### src/rtl/mad_stage_reg.sv
module mad_stage_reg #(
  parameter int WIDTH = 8
) (
  input  logic             clk,
  input  logic             aclr,
  input  logic             ce,
  input  logic [WIDTH-1:0] d,
  output logic [WIDTH-1:0] q
);

  always_ff @(posedge clk or posedge aclr) begin
    if (aclr)    q <= '0;
    else if (ce) q <= d;
  end

endmodule

### src/rtl/mad_mult_bank.sv
module mad_mult_bank #(
  parameter int W      = 16,
  parameter int NMUL   = 4,
  parameter int SIGNED = 1,
  localparam int PW    = 2*W
) (
  input  logic               clk,
  input  logic               aclr,
  input  logic               ce,
  input  logic [NMUL*W-1:0]  a_q,
  input  logic [NMUL*W-1:0]  b_q,
  output logic [NMUL*PW-1:0] prod_q
);

  for (genvar i = 0; i < NMUL; i++) begin : g_lane
    logic [W-1:0]  ra, rb;
    logic [PW-1:0] xa, xb, pd;
    assign ra = a_q[i*W +: W];
    assign rb = b_q[i*W +: W];
    if (SIGNED != 0) begin : g_sext
      assign xa = {{W{ra[W-1]}}, ra};
      assign xb = {{W{rb[W-1]}}, rb};
    end else begin : g_zext
      assign xa = {{W{1'b0}}, ra};
      assign xb = {{W{1'b0}}, rb};
    end
    assign pd = xa * xb;

    mad_stage_reg #(.WIDTH(PW)) u_prod (
      .clk(clk), .aclr(aclr), .ce(ce), .d(pd), .q(prod_q[i*PW +: PW])
    );
  end

endmodule

### src/rtl/mad_combine.sv
module mad_combine #(
  parameter int W       = 16,
  parameter int NMUL    = 4,
  parameter int SIGNED  = 1,
  parameter int GUARD   = 4,
  localparam int PW     = 2*W,
  localparam int LEVELS = (NMUL > 2) ? 2 : 1,
  localparam int RW     = PW + LEVELS + GUARD,
  localparam int NSUB   = NMUL/2,
  localparam int NTERM  = (NMUL+1)/2
) (
  input  logic               clk,
  input  logic               aclr,
  input  logic               ce,
  input  logic [NMUL*PW-1:0] prod_q,
  input  logic [NSUB-1:0]    sub_q,
  input  logic               accm_q,
  input  logic               load_q,
  output logic [RW-1:0]      comb_sum,
  output logic [RW-1:0]      result
);

  logic [RW-1:0] ext  [NMUL];
  logic [RW-1:0] term [NTERM];
  logic [RW-1:0] feedback;

  for (genvar i = 0; i < NMUL; i++) begin : g_ext
    logic [PW-1:0] p;
    assign p = prod_q[i*PW +: PW];
    if (SIGNED != 0) begin : g_s
      assign ext[i] = {{(RW-PW){p[PW-1]}}, p};
    end else begin : g_u
      assign ext[i] = {{(RW-PW){1'b0}}, p};
    end
  end

  // First level: add or subtract within each pair.
  for (genvar k = 0; k < NSUB; k++) begin : g_pair
    assign term[k] = sub_q[k] ? (ext[2*k] - ext[2*k+1]) : (ext[2*k] + ext[2*k+1]);
  end
  if (NMUL % 2 == 1) begin : g_odd
    assign term[NTERM-1] = ext[NMUL-1];
  end

  // Second level: always adds.
  always_comb begin
    comb_sum = '0;
    for (int k = 0; k < NTERM; k++) comb_sum = comb_sum + term[k];
  end

  assign feedback = (accm_q && !load_q) ? result : '0;

  always_ff @(posedge clk or posedge aclr) begin
    if (aclr)    result <= '0;
    else if (ce) result <= feedback + comb_sum;
  end

endmodule

### src/rtl/muladd_pipe.sv
module muladd_pipe #(
  parameter int W       = 16,
  parameter int NMUL    = 4,
  parameter int SIGNED  = 1,
  parameter int GUARD   = 4,
  localparam int PW     = 2*W,
  localparam int LEVELS = (NMUL > 2) ? 2 : 1,
  localparam int RW     = PW + LEVELS + GUARD,
  localparam int NSUB   = NMUL/2,
  localparam int CW     = NSUB + 2
) (
  input  logic              clk,
  input  logic              aclr,
  input  logic              ce,
  input  logic [NMUL*W-1:0] opa,
  input  logic [NMUL*W-1:0] opb,
  input  logic [NSUB-1:0]   sub_sel,
  input  logic              acc_mode,
  input  logic              acc_load,
  output logic [RW-1:0]     result
);

  logic [NMUL*W-1:0]  a_q, b_q;
  logic [CW-1:0]      ctl_d, ctl_q1, ctl_q2;
  logic [NMUL*PW-1:0] prod_q;
  logic [RW-1:0]      comb_sum;
  logic               stage_adv;

  assign stage_adv = ce;
  assign ctl_d     = {sub_sel, acc_mode, acc_load};

  mad_stage_reg #(.WIDTH(NMUL*W)) u_in_a (
    .clk(clk), .aclr(aclr), .ce(stage_adv), .d(opa), .q(a_q)
  );
  mad_stage_reg #(.WIDTH(NMUL*W)) u_in_b (
    .clk(clk), .aclr(aclr), .ce(stage_adv), .d(opb), .q(b_q)
  );
  mad_stage_reg #(.WIDTH(CW)) u_ctl1 (
    .clk(clk), .aclr(aclr), .ce(stage_adv), .d(ctl_d), .q(ctl_q1)
  );
  mad_stage_reg #(.WIDTH(CW)) u_ctl2 (
    .clk(clk), .aclr(aclr), .ce(stage_adv), .d(ctl_q1), .q(ctl_q2)
  );

  mad_mult_bank #(.W(W), .NMUL(NMUL), .SIGNED(SIGNED)) u_mult (
    .clk(clk), .aclr(aclr), .ce(stage_adv), .a_q(a_q), .b_q(b_q), .prod_q(prod_q)
  );

  mad_combine #(.W(W), .NMUL(NMUL), .SIGNED(SIGNED), .GUARD(GUARD)) u_comb (
    .clk(clk), .aclr(aclr), .ce(stage_adv), .prod_q(prod_q),
    .sub_q(ctl_q2[CW-1:2]), .accm_q(ctl_q2[1]), .load_q(ctl_q2[0]),
    .comb_sum(comb_sum), .result(result)
  );

endmodule

### config.mk
export PLATFORM = sky130hd
export DESIGN_NAME = muladd_pipe
export DESIGN_NICKNAME = d
export VERILOG_FILES = /design/src/rtl/mad_stage_reg.sv /design/src/rtl/mad_mult_bank.sv /design/src/rtl/mad_combine.sv /design/src/rtl/muladd_pipe.sv
export SDC_FILE = /design/constraint.sdc
export NUM_CORES = 2
export LEC_CHECK = 0
export BUFFER_PORTS_ARGS = -buffer_cell sky130_fd_sc_hd__buf_2
export CAP_MARGIN = 20
export CORE_MARGIN = 2
export CORE_UTILIZATION = 45
export CTS_CLUSTER_SIZE = 25
export DETAILED_ROUTE_END_ITERATION = 16
export GPL_TIMING_DRIVEN = 0
export PLACE_DENSITY = 0.66
export SLEW_MARGIN = 20
export SYNTH_ARGS = -nofsm -noshare
export SYNTH_HDL_FRONTEND = slang
export SYNTH_SLANG_ARGS = --single-unit
### constraint.sdc
create_clock -name clk -period 14.3 [get_ports clk]
set_input_delay 0 -clock clk [delete_from_list [all_inputs] [get_ports clk]]
set_output_delay 0 -clock clk [all_outputs]
set_load 0.1 [all_outputs]
==> impl_metrics.json <==
{
  "design.portCount": 173,
  "post_synth_num_cell_types": 70,
  "final-instance-count-excl-fill": 8073,
  "clk_root_buffer_cell": "sky130_fd_sc_hd__clkbuf_16",
  "max_clock_freq_ghz": 0.113,
  "clk_path_buf_depth": 3,
  "rsz0062_at_grt": "no",
  "global_route.usage.total": 0.241,
  "synth_sequential_area_ratio": 0.132,
  "finalSetupViolations": 0,
  "detailedPlace.worstSlack_ps": 5740,
  "layout-drive-gt1-share": 0.0830,
  "drtIter0Drc": 2605,
  "post-route-period-util": 0.617,
  "first_pass_grt_wire_length_mm": 244,
  "timing.critical_path.to": "u_comb.result[37]",
  "synth-async-reset-ratio": 1.00,
  "ant_nets": 0,
  "globalRoute.busiestLayer": "met2",
  "worst_r2r_endpoint": "u_comb.result[37]",
  "regToRegSetupSlack_ps": 5480,
  "global_route_met2_usage": 0.405,
  "drtPass1Iterations": 6,
  "wl_per_cell_um": 18.8,
  "setup_total_negative_slack_ps": 0,
  "startpoint_type": "register",
  "global_route_met1_utilization": 0.319,
  "worst-slew-pin-transition_ps": 1140,
  "cap_viol_max_count": 0,
  "critical_path.endpoint_type": "register",
  "max_slew_margin": 0.242,
  "fillers": 11676,
  "cp_common_cell": "sky130_fd_sc_hd__nand2_1",
  "outcome": "complete, no violations",
  "largest_net_degree_at_the_start_of_global_routing": 101,
  "clock_skew_ps": 20.1,
  "area_delta_synth_final_pct": 10.1,
  "layout_min_cycle_time_ps": 8820,
  "cts_resized": 0,
  "synth_top_area_cell": "sky130_fd_sc_hd__fa_1",
  "place.gp.congestion": 0.923,
  "vias_per_cell": 5.21,
  "r2r_cells": 30,
  "routed_wl_mm": 152,
  "postSynth.topFlopCell": "sky130_fd_sc_hd__dfrtp_1",
  "dpl.cell_count": 7868,
  "drv_slew": 0,
  "critical_path_arrival_ps": 9350,
  "crit_path_top_delay_cell": "sky130_fd_sc_hd__a2111oi_0",
  "post-synth-top-area-fraction": 0.382,
  "cts_tree": "done",
  "syn-instance-count": 6041,
  "cts_hold_buffers": 134,
  "yosys-top-cells-area": "sky130_fd_sc_hd__fa_1 38%, sky130_fd_sc_hd__dfrtp_1 13%, sky130_fd_sc_hd__ha_1 9.4%",
  "dpl.hpwl_mm": 127,
  "critPathMaxFanout": 6,
  "antenna-diode-count": 0,
  "first_global_vias": 44556,
  "hold_class": "input pin to register",
  "timing_worst_setup_path_type": "register to register",
  "drcViolationCount": 0,
  "core_um2": 126000,
  "grt_overflow_total": 0,
  "antenna_found_initial": 3,
  "initial_cell_density_of_the_core": 0.454,
  "synth_seq_cells": 302,
  "numClockSinks": 302,
  "critical_path.startpoint": "u_mult.g_lane[3].u_prod.q[2]",
  "die_height_um": 360,
  "detailroute.via_count": 42038,
  "critical_path.max_stage_delay_ps": 910,
  "layout.cells.most_common_list": "1343 x sky130_fd_sc_hd__inv_1, 1088 x sky130_fd_sc_hd__fa_1, 713 x sky130_fd_sc_hd__nand2_1, 430 x sky130_fd_sc_hd__ha_1, 391 x sky130_fd_sc_hd__and2_1",
  "share_of_the_core_filled_with_cells_in_the_final_layout": 0.499,
  "mappedNetlistArea_um2": 57000,
  "layout_commonest_cell": "sky130_fd_sc_hd__inv_1",
  "numCtsBuffers": 41,
  "globalRouteMet3Util": 0.0423,
  "design.final.nets": 8048,
  "worstReg2RegStart": "u_mult.g_lane[3].u_prod.q[2]",
  "num_rows": 130,
  "htreeDepth": 2,
  "yosys_warnings": 0,
  "die_x_um": 360,
  "hold_violations": 0,
  "worstSkewPairLatency_ps": 620,
  "cts.repair_timing.setup_buffer_count": 0,
  "timing.critical_path.required_ps": 14830,
  "clk_transition_reported_paths_ps": 60,
  "synth_enable_flop_cells": 0,
  "buffers_added_on_ports": 171,
  "post-route-worst-setup-slack_ps": 5480,
  "postSynthNetCount": 7694,
  "die-area_um2": 130000,
  "syn-mean-instance-area_um2": 9.44
}
## how the worst min path moves through the flow
stage	startpoint	endpoint	depth (start not counted)
2_1_floorplan	opb[15]	u_in_b.q[15]	2
3_3_place_gp	opa[18]	u_in_a.q[18]	2
3_5_place_dp	aclr	u_mult.g_lane[3].u_prod.q[29]	2
4_1_cts	ce	u_mult.g_lane[3].u_prod.q[17]	2
5_1_grt	ce	u_mult.g_lane[3].u_prod.q[17]	2
6_report	ce	u_in_b.q[31]	2
## critical path: cells and delay by family (launching register included)
| kind | cells | cell delay, ps |
|---|---|---|
| AOI/OAI and AO/OA | 10 | 2740 |
| and+or+nand+nor | 11 | 2830 |
| adders and majority gates | 3 | 1280 |
| buffers and inverters | 2 | 260 |
| DFF | 1 | 470 |
| xor gates and xnor gates | 4 | 1150 |
## state kept, by name, indices dropped and copies added, names as in the netlist
register / count
u_mult.g_lane.u_prod.q: 128
u_in_a.q: 64
u_in_b.q: 64
u_comb.result: 38
u_ctl1.q: 4
u_ctl2.q: 4
## metrics by stage
| step | hold slack [ps] | cell area [um2] |
|---|---|---|
| floorplan | 121 | 57000 |
| global route | 31.4 | 62800 |
| detailed placement | 47.0 | 60100 |
| global placement | 230 | 60000 |
| CTS | 11.6 | 62800 |
| finish | 52.8 | 62800 |
## routing by layer
metal,vias up,part of all wire
met5,-,0.00014
met4,4,0.032
met3,267,0.062
met2,1125,0.48
met1,21516,0.42
li1,19126,-
## kinds of logic (layout without fill, tap and decap cells)
group                    Yosys count  count (layout)  share of synthesized area
AO/OA/AOI/OAI                    605             605                     0.0676
adder cells (fa/ha/maj)         1518            1518                      0.476
multiplexers                     255             255                     0.0503
XOR/XNOR                         292             292                     0.0451
AND/OR/NAND/NOR                 1520            1520                      0.127
buffers and inverters           1549            1931                      0.102
flip-flops                       302             302                      0.132
## Yosys cell counts, types with 7 or more instances
| master | n |
|---|---|
| sky130_fd_sc_hd__nand2b_1 | 45 |
| sky130_fd_sc_hd__ha_1 | 430 |
| sky130_fd_sc_hd__nor2b_1 | 26 |
| sky130_fd_sc_hd__o31ai_1 | 18 |
| sky130_fd_sc_hd__or4_1 | 7 |
| sky130_fd_sc_hd__xor2_1 | 50 |
| sky130_fd_sc_hd__nand3_1 | 24 |
| sky130_fd_sc_hd__clkbuf_1 | 198 |
| sky130_fd_sc_hd__o21a_1 | 27 |
| sky130_fd_sc_hd__o21bai_1 | 37 |
| sky130_fd_sc_hd__a211oi_1 | 13 |
| sky130_fd_sc_hd__a221oi_1 | 7 |
| sky130_fd_sc_hd__dfrtp_1 | 302 |
| sky130_fd_sc_hd__a21oi_1 | 208 |
| sky130_fd_sc_hd__fa_1 | 1088 |
| sky130_fd_sc_hd__o21ai_0 | 96 |
| sky130_fd_sc_hd__nor4_1 | 8 |
| sky130_fd_sc_hd__or3_1 | 10 |
| sky130_fd_sc_hd__and3_1 | 21 |
| sky130_fd_sc_hd__a21o_1 | 98 |
| sky130_fd_sc_hd__mux2_2 | 252 |
| sky130_fd_sc_hd__and2_1 | 391 |
| sky130_fd_sc_hd__a31oi_1 | 21 |
| sky130_fd_sc_hd__nor3_1 | 47 |
| sky130_fd_sc_hd__inv_1 | 1344 |
| sky130_fd_sc_hd__nand2_1 | 713 |
| sky130_fd_sc_hd__nor2_1 | 193 |
| sky130_fd_sc_hd__a21boi_0 | 10 |
| sky130_fd_sc_hd__nand4_1 | 9 |
| sky130_fd_sc_hd__xnor2_1 | 241 |
## final cells by class
cell class / count / area, um2 / share of cell area
Multi-Input combinational cell: 4190 / 43700 / 0.696
Clock inverter: 25 / 239 / 0.00381
Buffer: 205 / 785 / 0.0125
Inverter: 1344 / 5050 / 0.0805
Clock buffer: 46 / 1060 / 0.0170
Tap cell: 1650 / 2060 / 0.0329
Sequential cell: 302 / 7560 / 0.120
Timing Repair Buffer: 311 / 2350 / 0.0374
Power is not shown: default switching activity piles up to over one toggle a cycle in this logic, so the estimate is an artifact.
